**src/rtl/sio_pkg.sv**
```systemverilog
package sio_pkg;

  localparam int SIO_W = 8;

  typedef enum logic [1:0] {
    MODE_DIV1  = 2'b00,
    MODE_DIV2  = 2'b01,
    MODE_DIV4  = 2'b10,
    MODE_SLAVE = 2'b11
  } sio_mode_e;

  // Number of system clocks between master SCLK toggles.
  function automatic logic [2:0] half_period(input logic [1:0] mode);
    case (mode)
      2'b00:   half_period = 3'd1;
      2'b01:   half_period = 3'd2;
      2'b10:   half_period = 3'd4;
      default: half_period = 3'd1;
    endcase
  endfunction

endpackage

```
**src/rtl/sio_master_clk.sv**
```systemverilog
module sio_master_clk
  import sio_pkg::*;
(
  input  logic       clk,
  input  logic       rst_n,
  input  logic       run,
  input  logic [1:0] mode,
  output logic       sclk,
  output logic       rise_ev,
  output logic       fall_ev
);

  logic [2:0] div_q;
  logic       sclk_q;
  logic       tick;

  assign tick    = run && (div_q == (half_period(mode) - 3'd1));
  assign rise_ev = tick && !sclk_q;
  assign fall_ev = tick && sclk_q;
  assign sclk    = sclk_q;

  always_ff @(posedge clk or negedge rst_n) begin
    if (!rst_n) begin
      div_q  <= '0;
      sclk_q <= 1'b0;
    end else if (!run) begin
      div_q  <= '0;
      sclk_q <= 1'b0;
    end else if (tick) begin
      div_q  <= '0;
      sclk_q <= ~sclk_q;
    end else begin
      div_q  <= div_q + 3'd1;
    end
  end

  // the divider never passes the selected half period
  a_r2_div_range: assert property (@(posedge clk) disable iff (!rst_n)
    run |-> (div_q < half_period(mode)));

endmodule

```
**src/rtl/sio_slave_sync.sv**
```systemverilog
module sio_slave_sync (
  input  logic clk,
  input  logic rst_n,
  input  logic run,
  input  logic sclk_in,
  output logic rise_ev,
  output logic fall_ev
);

  logic [2:0] sync_q;

  always_ff @(posedge clk or negedge rst_n) begin
    if (!rst_n) sync_q <= '0;
    else        sync_q <= {sync_q[1:0], sclk_in};
  end

  assign rise_ev = run && sync_q[1] && !sync_q[2];
  assign fall_ev = run && !sync_q[1] && sync_q[2];

  // edges are never reported outside a transfer
  a_r4_masked: assert property (@(posedge clk) disable iff (!rst_n)
    !run |-> !(rise_ev || fall_ev));

endmodule

```
**src/rtl/sio_shifter.sv**
```systemverilog
module sio_shifter #(
  parameter int W  = 8,
  localparam int CW = $clog2(W)
) (
  input  logic         clk,
  input  logic         rst_n,
  input  logic         run,
  input  logic         load,
  input  logic [W-1:0] load_data,
  input  logic         msb_first,
  input  logic         rise_ev,
  input  logic         fall_ev,
  input  logic         sin,
  output logic         sout,
  output logic [W-1:0] data,
  output logic         last_ev
);

  logic [W-1:0]  sr_q;
  logic [CW-1:0] cnt_q;
  logic          samp_q;

  function automatic logic [W-1:0] shift_in(input logic [W-1:0] cur,
                                            input logic bit_in,
                                            input logic msb);
    if (msb) shift_in = {cur[W-2:0], bit_in};
    else     shift_in = {bit_in, cur[W-1:1]};
  endfunction

  assign sout    = msb_first ? sr_q[W-1] : sr_q[0];
  assign data    = sr_q;
  assign last_ev = fall_ev && (cnt_q == CW'(W - 1));

  always_ff @(posedge clk or negedge rst_n) begin
    if (!rst_n) begin
      sr_q   <= '0;
      cnt_q  <= '0;
      samp_q <= 1'b0;
    end else if (load) begin
      sr_q   <= load_data;
      cnt_q  <= '0;
    end else begin
      if (rise_ev) samp_q <= sin;
      if (fall_ev) begin
        sr_q  <= shift_in(sr_q, samp_q, msb_first);
        cnt_q <= cnt_q + CW'(1);
      end
    end
  end

  // the shift register holds outside a transfer
  a_r4_hold: assert property (@(posedge clk) disable iff (!rst_n)
    (!run && !load) |=> $stable(sr_q));
  // no shift event arrives while idle
  a_r6_no_idle_shift: assert property (@(posedge clk) disable iff (!rst_n)
    !run |-> !fall_ev);

endmodule

```
**src/rtl/sio_port.sv**
```systemverilog
module sio_port
  import sio_pkg::*;
(
  input  logic       clk,
  input  logic       rst_n,
  input  logic       cfg_we,
  input  logic [1:0] cfg_mode,
  input  logic       cfg_msb_first,
  input  logic       cfg_ready_en,
  input  logic       start,
  input  logic [7:0] tx_data,
  output logic [7:0] rx_data,
  output logic [1:0] mode_q,
  output logic       msb_first_q,
  output logic       busy,
  output logic       done,
  input  logic       gpo_data,
  output logic       gp_pin,
  input  logic       sclk_i,
  output logic       sclk_o,
  output logic       sclk_oe,
  input  logic       sin,
  output logic       sout
);

  logic [1:0] mode_r;
  logic       msb_r, rdy_en_r, busy_r, done_r;
  logic       is_master, load;
  logic       m_sclk, m_rise, m_fall, s_rise, s_fall;
  logic       rise_ev, fall_ev, last_ev;

  assign is_master = (mode_r != MODE_SLAVE);
  assign load      = start && !busy_r;

  always_ff @(posedge clk or negedge rst_n) begin
    if (!rst_n) begin
      mode_r   <= MODE_SLAVE;
      msb_r    <= 1'b0;
      rdy_en_r <= 1'b0;
    end else if (cfg_we) begin
      rdy_en_r <= cfg_ready_en;
      if (!busy_r) begin
        mode_r <= cfg_mode;
        msb_r  <= cfg_msb_first;
      end
    end
  end

  always_ff @(posedge clk or negedge rst_n) begin
    if (!rst_n) begin
      busy_r <= 1'b0;
      done_r <= 1'b0;
    end else if (load) begin
      busy_r <= 1'b1;
      done_r <= 1'b0;
    end else if (last_ev) begin
      busy_r <= 1'b0;
      done_r <= 1'b1;
    end
  end

  sio_master_clk u_mclk (
    .clk     (clk),
    .rst_n   (rst_n),
    .run     (busy_r && is_master),
    .mode    (mode_r),
    .sclk    (m_sclk),
    .rise_ev (m_rise),
    .fall_ev (m_fall)
  );

  sio_slave_sync u_ssync (
    .clk     (clk),
    .rst_n   (rst_n),
    .run     (busy_r && !is_master),
    .sclk_in (sclk_i),
    .rise_ev (s_rise),
    .fall_ev (s_fall)
  );

  assign rise_ev = is_master ? m_rise : s_rise;
  assign fall_ev = is_master ? m_fall : s_fall;

  sio_shifter #(.W(SIO_W)) u_shift (
    .clk       (clk),
    .rst_n     (rst_n),
    .run       (busy_r),
    .load      (load),
    .load_data (tx_data),
    .msb_first (msb_r),
    .rise_ev   (rise_ev),
    .fall_ev   (fall_ev),
    .sin       (sin),
    .sout      (sout),
    .data      (rx_data),
    .last_ev   (last_ev)
  );

  assign mode_q      = mode_r;
  assign msb_first_q = msb_r;
  assign busy        = busy_r;
  assign done        = done_r;
  assign sclk_o      = is_master && m_sclk;
  assign sclk_oe     = is_master;
  assign gp_pin      = rdy_en_r ? !busy_r : gpo_data;

  // the generated clock is parked low when no transfer runs
  a_r3_park_low: assert property (@(posedge clk) disable iff (!rst_n)
    !busy_r |-> !sclk_o);
  // the mode does not change across a busy cycle pair
  a_r9_mode_hold: assert property (@(posedge clk) disable iff (!rst_n)
    (busy_r && $past(busy_r)) |-> ($stable(mode_r) && $stable(msb_r)));
  // done and busy are never high together
  a_r7_done_idle: assert property (@(posedge clk) disable iff (!rst_n)
    done_r |-> !busy_r);
  // slave mode never drives the clock pin
  a_r2_slave_undriven: assert property (@(posedge clk) disable iff (!rst_n)
    (mode_r == MODE_SLAVE) |-> !sclk_oe);
  // sout holds while the master clock stays high
  a_r6_sout_steady: assert property (@(posedge clk) disable iff (!rst_n)
    (busy_r && sclk_o && $past(sclk_o)) |-> $stable(sout));

endmodule

```
**config.mk**
```make
export PLATFORM = sky130hd
export DESIGN_NAME = sio_port
export DESIGN_NICKNAME = d
export VERILOG_FILES = /design/src/rtl/sio_pkg.sv /design/src/rtl/sio_master_clk.sv /design/src/rtl/sio_slave_sync.sv /design/src/rtl/sio_shifter.sv /design/src/rtl/sio_port.sv
export SDC_FILE = /design/constraint.sdc
export NUM_CORES = 1
export LEC_CHECK = 0
export BUFFER_PORTS_ARGS = -buffer_cell sky130_fd_sc_hd__buf_4
export CAP_MARGIN = 25
export CORE_UTILIZATION = 55
export CTS_BUF_LIST = sky130_fd_sc_hd__clkbuf_8
export CTS_CLUSTER_SIZE = 28
export DETAILED_ROUTE_END_ITERATION = 8
export MAX_ROUTING_LAYER = met4
export PLACE_DENSITY = 0.82
export SLEW_MARGIN = 20
export SYNTH_ARGS = -nofsm -noshare
export SYNTH_HDL_FRONTEND = slang
export SYNTH_SLANG_ARGS = --single-unit
```
**constraint.sdc**
```tcl
create_clock -name clk -period 2.7 [get_ports clk]
set_clock_uncertainty 0.15 [all_clocks]
set_input_delay 0.27 -clock clk [delete_from_list [all_inputs] [get_ports clk]]
set_output_delay 0.27 -clock clk [all_outputs]
set_load 0.005 [all_outputs]
```
==> impl_metrics.ini <==
[clock_tree]
clk_latency_ns = 0.27
root_buffer = clkbuf_8
cts_sinks = 25
post_cts_buffers = 0
cts.clk_slew.worst_paths_ns = 0.08
htreeDepth = 1
cts_hold_buffers = 2
cts_max_path_buffers = 2
cts_tree = built
cts_buffers = 3
cts_resized = 0

[power]
p_seq_frac = 0.357
power_density_nw_per_um2 = 1210
p_sw_mw = 0.911
vdd_drop_max_mv = 0.745
power_frac_clock = 0.100
p_int_mw = 1.26
combPwrFrac = 0.544
power.total_mw = 2.18
power.leakage_nw = 0.818
power.share.switching = 0.419

[final_layout]
nFillCells = 197
final_net_count = 200
regArea_um2 = 628
multi_input_area_um2 = 768
diodes = 0
drive_gt1_frac = 0.289
area_growth_pct = 24.2
stdcell_count = 203

[timing]
final_max_slew_viol_count = 0
slew_headroom = 0.468
fin_crit_ns = 2.35
setup_viol = 0
finalCritPeriodShare = 0.870
rsz0062_at_grt = no
fmax_mhz = 426
worst_pin_slew_ns = 0.798
setup_tns_ns = 0
hold_slack_ns = 0.0599
hold_viol = 0

[logic_synthesis]
synth_xor_area_frac = 0.0242
syn_nets = 162
synth-compound-area-share = 0.182
synth_top_cells_by_area = dfrtp_1 40%, a211oi_1 8.3%, mux2i_1 6.2%
synth-adder-area-share = 0.0606
synth_mux_area_frac = 0.104
synth_most_common_cell = dfrtp_1
syn_inst = 136
synth-main-ff-cell = dfrtp_1
synth_edf_count = 0
synth.top_cell.area_share = 0.398
synth-async-reset-ratio = 1.00
yosysWarnings = 0
synth_seq_area_share = 0.435
syn_area_per_cell_um2 = 10.6
synthSimpleGateAreaFrac = 0.161
ys_ff_latch = 25
synth_top_area_cell = dfrtp_1
synth_cell_types = 40
yosys-top-cells-count = 23 x dfrtp_1, 16 x a211oi_1, 10 x nor3_1
syn_area_um2 = 1450
synth_top_family_by_area = compound AO/OA/AOI/OAI gates

[critical_path]
crit_slowest_cell = dfstp_2
crit_fanout = 8
critPathBufInv = 2
rrSetupSlack_ns = 0.35
path_cells = inv_1 -> ha_1 -> xnor2_1 -> a2111oi_2 -> buf_4 -> nor3_1 -> a211oi_1
ff2ff_path_depth = 7
rr_endpoint = u_shift.data[1]
endpoint_kind = register
worstSetupStartpointType = register
criticalPathCategory = register to register
max_stage_delay_ns = 0.57
required_ns = 2.73
r2r_start = mode_q[0]
arrival_ns = 2.37
cp_top_family = compound AO/OA/AOI/OAI gates

[route]
postRouteAntennaNets = 0
viasPerCell = 5.96
wl_per_cell_um = 16.3
drtIter0Drc = 20
first_pass_iters = 4
dr_total_vias = 1209
drcViolationCount = 0
routed_wl_um = 3310

[job]
cap_violations = 0

[placed_design]
port_buffers = 35
dp.cells = 197
dp_hpwl_um = 2410
gp_congestion = 0.847

[grt]
grt_pass1_wl_um = 5460
first_global_vias = 1221
track_usage = 0.274
antenna_found_initial = 0
overflow = 0
grt_max_degree = 26

[min_path]
whs_path_depth = 3
hold_start = cfg_mode[1]
min_to = mode_q[1]
holdCritPathClass = primary input to register

[floorplanning]
io-pin-count = 36
coreArea_um2 = 2480
die_x_um = 53.3
dieArea_um2 = 2840
row_count = 18
die_h_um = 53.3
start_util = 0.583

[status]
status = complete, no violations
## logic make-up (layout without fill, tap and decap cells)
family,after synthesis,in the layout
AND/OR/NAND/NOR,40,40
buffers and inverters,12,49
multiplexers,14,14
XOR/XNOR,4,4
AO/OA/AOI/OAI,34,34
adder cells (fa/ha/maj),7,7
flip-flops,25,25
## final cells by class
class | count | area share
clock buffers | 3 | 0.0230
clock inverters | 1 | 0.00209
inverters | 7 | 0.0146
multi-input cells | 99 | 0.428
flip-flops and latches | 25 | 0.350
well taps | 30 | 0.0209
repair buffers | 38 | 0.162
## placed cells by master (no fill, tap or decap), types with 2 or more instances in the layout
cell type       n
buf_4          36
dfrtp_1        23
a211oi_1       16
nor3_1         10
mux2i_1         9
inv_1           8
ha_1            7
nor2b_1         6
nand2_1         5
mux2_2          4
a21oi_1         4
and2_1          4
xnor2_1         3
nor3b_1         3
o21ai_0         3
clkbuf_8        3
nand2b_1        2
nor2_1          2
nand3_1         2
dlygate4sd3_1   2
dfstp_2         2
## worst max-delay path by stage
stage	start	to	slack, ns	cells after the start
global placement	mode_q[0]	u_shift.data[3]	0.43	7
floorplan	mode_q[0]	busy	0.53	7
CTS	mode_q[0]	u_shift.data[1]	0.33	7
detailed placement	mode_q[0]	u_shift.data[1]	0.36	7
finish	mode_q[0]	u_shift.data[1]	0.35	7
global route	mode_q[0]	u_shift.data[2]	0.10	7
## metrics by stage
stage	instance area [um2]	worst slack, ns	util
after floorplan	1450	0.526	-
after global placement	1730	0.427	0.698
after detailed placement	1730	0.355	0.698
after CTS	1800	0.332	0.725
after global routing	1800	0.100	0.725
final	1800	0.352	0.725
## worst reg2reg max path, cell delays in order (launching register included)
cell and delay (ns):
dfstp_2 0.57, inv_1 0.08, ha_1 0.30, xnor2_1 0.18
a2111oi_2 0.48, buf_4 0.25, nor3_1 0.06, a211oi_1 0.19
## sequential cells by signal (all words and copies together), names as in the netlist
name,count
u_shift.cnt_q,3
u_mclk.sclk,1
busy,1
rdy_en_r,1
u_mclk.div_q,3
u_shift.data,8
u_ssync.sync_q,3
mode_q,2
done,1
msb_first_q,1
u_shift.samp_q,1
## per-layer routing
| layer | vias up | GRT usage | part of all wire |
|---|---|---|---|
| li1 | 574 | - | - |
| met1 | 599 | 0.325 | 0.42 |
| met2 | 32 | 0.488 | 0.53 |
| met3 | 4 | 0.0345 | 0.038 |
| met4 | 0 | 0.0658 | 0.010 |
| met5 | - | - | 0 |
## power by group through the flow
stage	Combinational [mW]	Sequential (mW)	Clock [mW]
final	1.18	0.776	0.217
after global routing	1.33	0.806	0.234
after CTS	1.19	0.772	0.224
after detailed placement	1.18	0.779	0
after global placement	1.13	0.768	0
after floorplan	0.873	0.678	0
(Power assumes the default switching activity.)
